===== config.mk =====
export PLATFORM = sky130hd
export DESIGN_NAME = bictr16
export DESIGN_NICKNAME = d
export VERILOG_FILES = /design/src/rtl/bictr16.sv
export SDC_FILE = /design/constraint.sdc
export NUM_CORES = 1
export LEC_CHECK = 0
export ABC_AREA = 1
export ABC_CLOCK_PERIOD_IN_PS = 1700
export BUFFER_PORTS_ARGS = -buffer_cell sky130_fd_sc_hd__buf_2
export CAP_MARGIN = 40
export CORE_MARGIN = 1
export CORE_UTILIZATION = 30
export DETAILED_ROUTE_END_ITERATION = 10
export PLACE_DENSITY = 0.52
export SYNTH_ARGS = -nofsm -noshare
export SYNTH_HDL_FRONTEND = slang
export SYNTH_SLANG_ARGS = --single-unit

===== constraint.sdc =====
create_clock -name clk -period 1.7 [get_ports clk]
set_input_delay 0.255 -clock clk [delete_from_list [all_inputs] [get_ports clk]]
set_output_delay 0.255 -clock clk [all_outputs]
set_load 0.02 [all_outputs]

===== src/rtl/bictr16.sv =====
module bictr16 #(
  parameter int BW  = 8,
  parameter int CSW = 3
) (
  input  logic              clk,
  input  logic              rst_n,
  input  logic              tick,
  input  logic [CSW-1:0]    clk_sel,
  input  logic              cnt_en,
  input  logic              dir_up,
  input  logic              clr,
  input  logic [2*BW-1:0]   top_val,
  input  logic              bus_addr,
  input  logic              bus_wr,
  input  logic              bus_rd,
  input  logic [BW-1:0]     bus_wdata,
  output logic [BW-1:0]     bus_rdata,
  output logic              at_top,
  output logic              at_bottom,
  output logic              ovf_irq
);
  localparam int CW = 2 * BW;
  localparam logic [CW-1:0] ONE = CW'(1);

  logic [CW-1:0] cnt, cnt_nxt;
  logic [BW-1:0] tmp, tmp_nxt;
  logic          lo_rd, lo_wr, hi_rd, hi_wr, step, wrap_up;

  assign lo_rd = bus_rd && !bus_addr;
  assign hi_rd = bus_rd &&  bus_addr;
  assign lo_wr = bus_wr && !bus_addr;
  assign hi_wr = bus_wr &&  bus_addr;
  assign step  = tick && (clk_sel != '0);

  always_comb begin
    cnt_nxt = cnt;
    if (lo_wr)
      cnt_nxt = {tmp, bus_wdata};
    else if (step) begin
      if (clr)
        cnt_nxt = '0;
      else if (cnt_en)
        cnt_nxt = dir_up ? cnt + ONE : cnt - ONE;
    end
  end

  always_comb begin
    tmp_nxt = tmp;
    if (lo_rd)
      tmp_nxt = cnt[CW-1:BW];
    else if (hi_wr)
      tmp_nxt = bus_wdata;
  end

  assign wrap_up = step && !lo_wr && !clr && cnt_en && dir_up && (cnt == '1);

  always_ff @(posedge clk or negedge rst_n) begin
    if (!rst_n) begin
      cnt     <= '0;
      tmp     <= '0;
      ovf_irq <= 1'b0;
    end else begin
      cnt     <= cnt_nxt;
      tmp     <= tmp_nxt;
      ovf_irq <= wrap_up;
    end
  end

  assign bus_rdata = lo_rd ? cnt[BW-1:0] : (hi_rd ? tmp : '0);
  assign at_bottom = (cnt == '0);
  assign at_top    = (cnt == top_val);

  // Input assumption: one bus strobe per cycle
  a_r2_one_strobe: assert property (@(posedge clk) disable iff (!rst_n)
    !(bus_rd && bus_wr));

  a_r2_hi_wr_keeps_cnt: assert property (@(posedge clk) disable iff (!rst_n)
    (hi_wr && !step) |=> $stable(cnt));

  a_r3_lo_rd_latch: assert property (@(posedge clk) disable iff (!rst_n)
    lo_rd |=> tmp == $past(cnt[CW-1:BW]));

  a_r5_wr_wins: assert property (@(posedge clk) disable iff (!rst_n)
    lo_wr |=> cnt == {$past(tmp), $past(bus_wdata)});

  a_r6_stopped: assert property (@(posedge clk) disable iff (!rst_n)
    (!lo_wr && clk_sel == '0) |=> $stable(cnt));

  a_r7_count_up: assert property (@(posedge clk) disable iff (!rst_n)
    (step && !lo_wr && !clr && cnt_en && dir_up) |=> cnt == $past(cnt) + ONE);

  a_r7_count_down: assert property (@(posedge clk) disable iff (!rst_n)
    (step && !lo_wr && !clr && cnt_en && !dir_up) |=> cnt == $past(cnt) - ONE);

  a_r8_clear: assert property (@(posedge clk) disable iff (!rst_n)
    (step && !lo_wr && clr) |=> cnt == '0);

  a_r10_pulse: assert property (@(posedge clk) disable iff (!rst_n)
    ovf_irq |=> !ovf_irq);

  a_r10_at_zero: assert property (@(posedge clk) disable iff (!rst_n)
    ovf_irq |-> (cnt == '0));
endmodule


==> run summary <==
The flow ran to the end, but the final reports show violations. The checks that failed: negative hold slack, negative setup slack. The biggest fanout along the worst timing path is 5. The leakage power summed over all cells came out at 1.78 nW. The count of nets after finishing came out at 528. The initial core utilization came out at 31.2%. Counting every instance in the synthesized netlist gives 373. Broken down by cell family, the worst path's largest delay share belongs to simple AND/OR/NAND/NOR gates.

The critical path is of the reg2out type. The horizontal die dimension came out at 92.1 µm. The worst-case clock skew is 0.00221 ns. The cell at the root of the clock tree is sky130_fd_sc_hd__clkbuf_8. The maximum number of pins on one net before global-route repair is 26.

In the routed layout, each cell is associated on average with a via count of 4.85. The post-synthesis instance area is 0.00244 mm². The clock sink count is 25. Traced cell by cell, the critical path runs through buf_6 > xnor2_2 > nand4_1 > nor4_1 > buf_2.

The die outline area came out at 0.00848 mm². The largest individual stage delay along the critical path comes from the cell sky130_fd_sc_hd__dfrtp_2. The detailed placer's ending HPWL came out at 6.56 mm. The final count of negative-setup-slack endpoints came out at 13. The peak clock frequency supported by timing is 507 MHz. The power density over cell area came out at 986 mW/mm². Yosys mapped a number of flops with a built-in enable equal to 0. Among all flip-flop cells after synthesis, the most frequent one is sky130_fd_sc_hd__dfrtp_1. The congestion estimate from routability-driven global placement came to 0.854. The worst-case reg-to-reg path depth came out at 10. The setup slack after placement came out at -0.263 ns.

The final worst setup slack is -0.272 ns. After detailed routing, the average wire length per cell comes to 14.5 µm. The total global routing track utilization came out at 20.6%. The total nets after synthesis is 424. The number of pins with negative max-slew slack in the final report is 0. The number of I/O port buffers came out at 46. The post-CTS clock slew at the launch and capture registers of the worst setup and hold paths came out at 0.09 ns. The quantity of hold-fixing buffers added after cts is 0. The number of antenna violations at the first check in global routing came to 0. The data required time at the worst endpoint is 1.44 ns.

The worst supply voltage drop on vdd is 0.000372 V. The remaining routing DRC violations came out at 0. The post-route netlist has 43.1% of its cells at a drive strength greater than 1. The post-route minimum period came out at 1.97 ns. The number of placement rows came out at 32. The number of storage elements in the synthesis netlist is 25. The number of global-route vias before repair is 2810.

The layout overhead on the synthesized area came out at 49.3%. The critical path capture point type is an output pin. The first-pass GRT wire length came out at 13.6 mm. The launching element type of the critical path is a flop. The placeable core region is 0.00781 mm². The tightest slew margin relative to the limit is 59.2%. For the pin with the worst max-slew slack, the measured transition is 0.611 ns. The number of max-cap violations came out at 0. The remaining antenna violation count after routing is 0. The portion of the clock cycle consumed by the worst path in the final layout came out at 116%. The final antenna diode count came out at 0.

The share of the yosys chip area belonging to registers came out at 25.7%. The total number of cells along the worst setup path is 5. Measured on the finished design, the core utilization comes to 46.6%. TritonCTS built the clock tree. The H-tree depth is 1. Pin placement for this block handled 47 I/O pins. Summed over all layers, the routed wires come to 8.37 mm. The fraction of registers with async set/reset is 100%. For this block, the initial DRC count from the detailed router was 129. The number of buffers on the longest clock path came out at 2. Averaged over all synthesized cells, the footprint is 6.53 µm². The final worst hold slack came out at -0.0223 ns.

At the later pin of the worst-skew pair, clock insertion delay measures 0.27 ns. Summed over all layers, the global routing overflow is 0. The floorplan step set the die height to 92.1 µm.

TritonCTS created 3 clock buffers. Setup repair after global routing could not meet its margin everywhere. The number of buffer and inverter instances along the worst setup path is 2. The netlist uses 30 different library cells.

The data arrival time of the worst path is 1.72 ns. The path type of the worst min-delay path is in2async. The largest single stage delay on the critical path is 0.48 ns. The final hold violation count is 25.

The total number of vias is 2803. For this run, the detailed router's first-pass iteration total came to 6. The Yosys step of the flow raised 0 warnings.
==> cell usage after synthesis (2+ instances only) <==
master	number	area (µm²)
sky130_fd_sc_hd__nand3_1	22	110
sky130_fd_sc_hd__nor4_1	7	43.8
sky130_fd_sc_hd__nand4_1	6	37.5
sky130_fd_sc_hd__buf_6	2	22.5
sky130_fd_sc_hd__nor2_2	6	37.5
sky130_fd_sc_hd__nand2_1	97	364
sky130_fd_sc_hd__nor2_1	25	93.8
sky130_fd_sc_hd__o21ai_2	2	17.5
sky130_fd_sc_hd__o22ai_1	13	81.3
sky130_fd_sc_hd__dfrtp_1	25	626
sky130_fd_sc_hd__ha_1	14	175
sky130_fd_sc_hd__nand3b_1	4	30.0
sky130_fd_sc_hd__or2_2	6	37.5
sky130_fd_sc_hd__clkbuf_1	4	15.0
sky130_fd_sc_hd__a21oi_1	32	160
sky130_fd_sc_hd__xnor2_1	15	131
sky130_fd_sc_hd__inv_2	3	11.3
sky130_fd_sc_hd__inv_1	56	210
sky130_fd_sc_hd__o21ai_0	19	95.1
sky130_fd_sc_hd__nor3_1	5	25.0
==> placed cells by master (no fill, tap or decap), types with 9 or more instances in the layout <==
master                    count
sky130_fd_sc_hd__nand3_2     10
sky130_fd_sc_hd__buf_2       46
sky130_fd_sc_hd__ha_4         9
sky130_fd_sc_hd__buf_4       54
sky130_fd_sc_hd__a21oi_1     22
sky130_fd_sc_hd__nand2_1     77
sky130_fd_sc_hd__xnor2_1     14
sky130_fd_sc_hd__o22ai_1     13
sky130_fd_sc_hd__dfrtp_1     16
sky130_fd_sc_hd__a21oi_2     10
sky130_fd_sc_hd__dfrtp_2      9
sky130_fd_sc_hd__o21ai_0     15
sky130_fd_sc_hd__nand3_1     12
sky130_fd_sc_hd__inv_1       51
sky130_fd_sc_hd__nor2_1      25
sky130_fd_sc_hd__nand2_2     18
==> sequential cells by signal (all words and copies together), names as in the netlist <==
register	flops
ovf_irq	1
cnt	16
tmp	8
==> path summary, 6_finish.rpt <==
| kind | end | from | slack, ns |
|---|---|---|---|
| min | cnt[0] | rst_n | -0.02 |
| max in group asynchronous | cnt[12] | rst_n | 1.28 |
| max reg2reg | cnt[6] | cnt[0] | -0.23 |
| min reg2reg | tmp[0] | tmp[0] | 0.57 |
| max | at_top | cnt[0] | -0.27 |
| min in group clk | ovf_irq | tick | 0.26 |
==> area by class of cell <==
type / instances / area [µm²]
Fill cell: 832 / 4170
Multi-Input combinational cell: 281 / 1880
Timing Repair Buffer: 106 / 712
Sequential cell: 25 / 637
Inverter: 60 / 234
Tap cell: 102 / 128
Clock buffer: 4 / 45.0
==> metrics by stage <==
step | cell area [µm²] | total power (W) | TNS, ns | cells | hold WS (ns)
4_1_cts | 3370 | 0.00331 | -0.577 | 572 | 0.00221
3_3_place_gp | 3180 | 0.00277 | -2.19 | 566 | 0.309
2_1_floorplan | 2460 | 0.00195 | 0 | 373 | -0.0406
3_5_place_dp | 3180 | 0.00278 | -2.25 | 566 | 0.304
6_report | 3640 | 0.00359 | -1.59 | 578 | -0.0223
5_1_grt | 3640 | 0.00389 | -2.81 | 578 | 0.0197
==> routing by layer <==
metal	global-route usage, %	up-vias	part of all wire [%]
met5	0	-	0
met4	5.21	0	1.8
met3	3.07	10	3.7
met2	34.1	60	47
met1	28.0	1305	47
li1	-	1428	-
==> cells by family (layout without fill, tap and decap cells) <==
kind of cell,after synthesis,in the layout,synth area share (%)
xor+xnor,16,16,5.75
simple gates,180,180,33.3
buf+inv,67,170,11.1
flops,25,25,25.7
fa+ha+maj,15,15,8.01
compound gates,70,70,16.2
==> timing repair <==
action                                 CTS  global route
setup buffers                            2             6
pin swaps                               10            27
resized for setup                       29            57
setup endpoints to repair               10            14
endpoints found under the hold margin    0             0
==> power breakdown <==
| group | internal (W) | switching [W] |
|---|---|---|
| sequential | 0.000725 | 0.000170 |
| clock | 0.000168 | 0.000207 |
| combinational | 0.00111 | 0.00121 |
Power figures use the tool's default switching activity.
